## src/rtl/vpt_pkg.sv

```systemverilog
package vpt_pkg;
    localparam int DEF_VA_W    = 14;
    localparam int DEF_OFF_W   = 10;
    localparam int DEF_FRAME_W = 3;
endpackage

```

## src/rtl/vpt_table.sv

```systemverilog
module vpt_table #(
    parameter int PAGE_W  = 4,
    parameter int FRAME_W = 3
) (
    input  logic               clk,
    input  logic               rst_n,
    input  logic               wr_en,
    input  logic [PAGE_W-1:0]  wr_page,
    input  logic               wr_valid,
    input  logic [FRAME_W-1:0] wr_frame,
    input  logic [PAGE_W-1:0]  rd_page,
    output logic               rd_valid,
    output logic [FRAME_W-1:0] rd_frame
);
    localparam int ENTRIES = 1 << PAGE_W;

    typedef struct packed {
        logic               present;
        logic [FRAME_W-1:0] frame;
    } slot_t;

    slot_t slot_q [ENTRIES];

    for (genvar g = 0; g < ENTRIES; g++) begin : g_slot
        slot_t slot_d;

        always_comb begin
            slot_d = slot_q[g];
            if (wr_en && (wr_page == PAGE_W'(g))) begin
                slot_d.present = wr_valid;
                if (wr_valid) begin
                    slot_d.frame = wr_frame;
                end
            end
        end

        always_ff @(posedge clk or negedge rst_n) begin
            if (!rst_n) begin
                slot_q[g] <= '0;
            end else begin
                slot_q[g] <= slot_d;
            end
        end
    end

    assign rd_valid = slot_q[rd_page].present;
    assign rd_frame = slot_q[rd_page].frame;
endmodule

```

## src/rtl/vpt_compose.sv

```systemverilog
module vpt_compose #(
    parameter int FRAME_W = 3,
    parameter int OFF_W   = 10
) (
    input  logic                     hit,
    input  logic [FRAME_W-1:0]       frame,
    input  logic [OFF_W-1:0]         offset,
    output logic [FRAME_W+OFF_W-1:0] paddr
);
    always_comb begin
        paddr = '0;
        if (hit) begin
            paddr = {frame, offset};
        end
    end
endmodule

```

## src/rtl/vpt_translator.sv

```systemverilog
module vpt_translator
    import vpt_pkg::*;
#(
    parameter int VA_W    = DEF_VA_W,
    parameter int OFF_W   = DEF_OFF_W,
    parameter int FRAME_W = DEF_FRAME_W
) (
    input  logic                     clk,
    input  logic                     rst_n,
    input  logic                     req_valid,
    input  logic [VA_W-1:0]          req_vaddr,
    output logic                     req_ready,
    output logic                     resp_valid,
    output logic                     resp_fault,
    output logic [FRAME_W+OFF_W-1:0] resp_paddr,
    output logic                     fault_irq,
    output logic [VA_W-OFF_W-1:0]    fault_page,
    input  logic                     fault_ack,
    input  logic                     cfg_we,
    input  logic [VA_W-OFF_W-1:0]    cfg_page,
    input  logic                     cfg_valid,
    input  logic [FRAME_W-1:0]       cfg_frame
);
    localparam int PAGE_W = VA_W - OFF_W;
    localparam int PA_W   = FRAME_W + OFF_W;

    typedef struct packed {
        logic              resp_valid;
        logic              resp_fault;
        logic [PA_W-1:0]   resp_paddr;
        logic              pend;
        logic [PAGE_W-1:0] fpage;
    } state_t;

    state_t st_d, st_q;

    logic [PAGE_W-1:0]  req_page;
    logic [OFF_W-1:0]   req_off;
    logic               lk_valid;
    logic [FRAME_W-1:0] lk_frame;
    logic [PA_W-1:0]    lk_paddr;
    logic               accept;

    assign req_page = req_vaddr[VA_W-1:OFF_W];
    assign req_off  = req_vaddr[OFF_W-1:0];
    assign accept   = req_valid && !st_q.pend;

    vpt_table #(
        .PAGE_W  (PAGE_W),
        .FRAME_W (FRAME_W)
    ) i_table (
        .clk      (clk),
        .rst_n    (rst_n),
        .wr_en    (cfg_we),
        .wr_page  (cfg_page),
        .wr_valid (cfg_valid),
        .wr_frame (cfg_frame),
        .rd_page  (req_page),
        .rd_valid (lk_valid),
        .rd_frame (lk_frame)
    );

    vpt_compose #(
        .FRAME_W (FRAME_W),
        .OFF_W   (OFF_W)
    ) i_compose (
        .hit    (lk_valid),
        .frame  (lk_frame),
        .offset (req_off),
        .paddr  (lk_paddr)
    );

    always_comb begin
        st_d            = st_q;
        st_d.resp_valid = accept;
        st_d.resp_fault = accept && !lk_valid;
        st_d.resp_paddr = accept ? lk_paddr : '0;
        if (st_q.pend && fault_ack) begin
            st_d.pend  = 1'b0;
            st_d.fpage = '0;
        end
        if (accept && !lk_valid) begin
            st_d.pend  = 1'b1;
            st_d.fpage = req_page;
        end
    end

    always_ff @(posedge clk or negedge rst_n) begin
        if (!rst_n) begin
            st_q <= '0;
        end else begin
            st_q <= st_d;
        end
    end

    assign req_ready  = !st_q.pend;
    assign resp_valid = st_q.resp_valid;
    assign resp_fault = st_q.resp_fault;
    assign resp_paddr = st_q.resp_paddr;
    assign fault_irq  = st_q.pend;
    assign fault_page = st_q.fpage;
endmodule

```

## config.mk

```make
export PLATFORM = sky130hd
export DESIGN_NAME = vpt_translator
export DESIGN_NICKNAME = d
export VERILOG_FILES = /design/src/rtl/vpt_pkg.sv /design/src/rtl/vpt_table.sv /design/src/rtl/vpt_compose.sv /design/src/rtl/vpt_translator.sv
export SDC_FILE = /design/constraint.sdc
export NUM_CORES = 1
export LEC_CHECK = 0
export CORE_UTILIZATION = 40
export DETAILED_ROUTE_END_ITERATION = 10
export MAX_ROUTING_LAYER = met4
export PLACE_DENSITY = 0.68
export SKIP_LAST_GASP = 1
export SLEW_MARGIN = 30
export SYNTH_ARGS = -nofsm -noshare
export SYNTH_HDL_FRONTEND = slang
export SYNTH_SLANG_ARGS = --single-unit
export TNS_END_PERCENT = 1
```

## constraint.sdc

```tcl
create_clock -name clk -period 2.6 [get_ports clk]
set_input_delay 0.78 -clock clk [delete_from_list [all_inputs] [get_ports clk]]
set_output_delay 0.78 -clock clk [all_outputs]
set_load 0.02 [all_outputs]
```

==> impl_results.md <==
* Post_cts resized at 0
* M1 GR Usage at 0.219
* Share of layout cells above drive strength 1 at 0.164
* Clock Power Share at 0.305
* Fin cells at 470
* Die footprint at 0.00979 mm2
* Clk root buf: clkbuf_8
* Worst r2r src: i_table.slot_q[35]
* Placed insts at 454
* N_diodes at 0
* Reg2reg end: resp_paddr[4]
* Netlist cell types at 27
* Global-route wire length before repair at 13200 um
* Reg2Reg Setup Slack at 0.87 ns
* Post-DP HPWL at 5690 um
* Via Count at 2410
* Grt met2 use at 0.311
* GRT Total Usage at 0.186
* Peak VDD IR at 0.000276 V
* Total gr overflow at 0
* Number of synthesized flops with an enable pin at 0
* Die X at 98.9 um
* Max-cap viol count at 0
* Tightest Pin Transition at 0.605 ns
* Final Net Count at 381
* I/O Buffers at 47
* LEAKAGE at 2.29 nW
* GPL Wtd Cong at 0.862
* Slowest-stage cell, CP: clkdlybuf4s50_1
* Synth Area per Inst at 13.6 um2
* Fraction of power spent switching nets at 0.256
* Commonest non-fill, non-tap cell in the layout: dfrtp_1
* Yosys top cell by area: dfrtp_1
* Drt initial violations at 129
* Final Max Slew Viols at 0
* Max Clk Rate at 404 MHz
* Met3 GRT Util at 0.0348
* Synth Flop Type: dfrtp_1
* Post-CTS Setup Repair Bufs at 0
* RSZ-0062 raised after global routing: no
* # hold bufs at CTS at 0
* Async set or reset register ratio after synthesis at 1.00
* Post-Synth Adder-Cell Area at 0
* Synthesis-to-layout area growth at 27.3%
* Final Power at 3.35 mW
* Final antenna-violating net count at 0
* Sequential Power Share at 0.496
* Initial Utilization at 0.411
* Synth top area share at 0.559
* Required time of the critical path at 2.84 ns
* WP data arrival at 2.72 ns
* Total internal power at 2.49 mW
* Largest net degree at the start of global routing at 46
* CTS clk-pin slew, worst paths at 0.08 ns
* # rows at 35
* Combinational power share at 0.199
* Drt via density at 5.13
* Gate Count Post-Synth at 276
* Clk Latency, worst-skew pair at 0.35 ns
* Main combinational cell family by area after synthesis: multiplexers
* Synth Cell Area at 0.00376 mm2
* Initial DRT Pass Iterations at 4
* Crit-path cells: clkdlybuf4s50_1, buf_12, mux4_2, mux2i_1, nand2_1, and3b_1, and2_1
* PwrDens at 699 mW/mm2
* Routed length per instance at 16.8 um
* Synth Warn # at 0
* # DRC at 0
* Vias in the first global route at 2578
* Outcome: finished, final reports clean
* Crit end category: register
* Period minus WS final at 2.48 ns
* Post-Synth XOR/XNOR Area at 0
* Final setup violating endpoints at 0
* Number of antenna violations at the first check in global routing at 0
* IO Pins at 48
* Rel. slew slack at 0.596
* Seq/Total Area, Yosys at 0.559
* Core area at 0.00915 mm2
* Most frequent cells in the layout: 84 x dfrtp_1, 49 x mux2_1, 46 x clkdlybuf4s50_1, 30 x nand2_1, 29 x buf_4
* Most Crowded Layer GR: met2
* Syn Nets at 303
* Worst clock skew at 0.00825 ns
* Mux contribution to synthesized area at 0.276
* Flops & latches, synth at 84
* Simple-Gate Fraction of Synth Area at 0.106
* Synth area leaders: dfrtp_1 56%, mux2_1 15%, mux4_2 6.6%
* WS Path Type: in2reg
* Min-Delay Path Class: in2async
* Final hold vios at 0
* Compound-Gate Fraction of Synth Area at 0.0343
* Worst Reg-to-Reg Cells at 5
* Cts bufs inserted at 9
* Chip height at 98.9 um
* H-Tree Depth at 3
* CTS sink cnt at 84
* Switching power total at 0.857 mW
* Max incr delay on CP at 0.51 ns
* CTS tree: yes
* Crit start category: input port
* CP Max Fanout at 16
* Clock buffer depth at 2
* Drt total wl at 7880 um
* Fin crit share at 0.952
-- worst max-delay path, delay by kind of cell --
kind	cells	cell delay (ns)
and+or+nand+nor	3	0.55
buffers and inverters	2	0.69
muxes	2	0.69
-- area by class of cell --
type | instances | area, um2
timing repair buffer | 78 | 738
sequential | 84 | 2100
fill | 757 | 4370
clock buffer | 12 | 145
inverter | 6 | 22.5
tap | 111 | 139
clock inverter | 4 | 72.6
multi-input combinational | 175 | 1570
-- flip-flops by register name, indices dropped and copies added (netlist names) --
register        count
i_table.slot_q     64
resp_paddr         13
fault_page          4
fault_irq           1
resp_fault          1
resp_valid          1
-- routing by layer --
metal  vias to the layer above  part of all wire
met5                         -                 0
met1                      1200              0.44
li1                       1137                 -
met3                        12             0.041
met2                        61              0.49
met4                         0             0.022
-- power groups by stage --
stage	Combinational [mW]	Sequential, mW	Clock [mW]
2_1_floorplan	0.363	1.69	0
3_3_place_gp	0.656	1.68	0
3_5_place_dp	0.677	1.68	0
4_1_cts	0.680	1.66	1.04
5_1_grt	0.731	1.69	1.09
6_report	0.667	1.66	1.02
-- kinds of logic after synthesis --
| group | after synthesis |
|---|---|
| flops | 84 |
| simple gates | 84 |
| mux | 74 |
| compound gates | 17 |
| buf+inv | 17 |
-- worst max path at each step --
stage / to / slack, ns / start / depth (start not counted)
finish: resp_paddr[4] / 0.12 / req_vaddr[10] / 7
global route: resp_paddr[0] / 0.01 / req_vaddr[10] / 7
CTS: resp_paddr[4] / 0.09 / req_vaddr[10] / 7
detailed placement: resp_paddr[3] / -0.28 / req_vaddr[10] / 7
global placement: resp_paddr[4] / -0.24 / req_vaddr[10] / 7
floorplan: resp_paddr[10] / 0.29 / req_vaddr[11] / 5
-- cell usage after synthesis (2+ instances only) --
cell type	number
a21o_1	11
inv_1	5
a22oi_1	2
and2_1	14
mux2i_1	8
nand2_1	30
mux4_1	6
clkbuf_1	6
mux4_2	11
nor2_1	16
nor2b_1	4
or2_1	2
dfrtp_1	84
nand3_1	14
buf_2	3
mux2_1	49
-- stage by stage --
stage | setup TNS (ns) | setup WS (ns) | utilization | area, um2 | hold WS [ns]
global placement | -3.67 | -0.241 | 0.499 | 4570 | 0.461
detailed placement | -4.29 | -0.279 | 0.499 | 4570 | 0.467
CTS | 0 | 0.0942 | 0.523 | 4780 | 0.451
floorplan | 0 | 0.293 | - | 3760 | 0.441
global route | 0 | 0.0106 | 0.523 | 4780 | 0.472
finish | 0 | 0.124 | 0.523 | 4780 | 0.425
No activity file was read; power rests on OpenSTA's default activity.
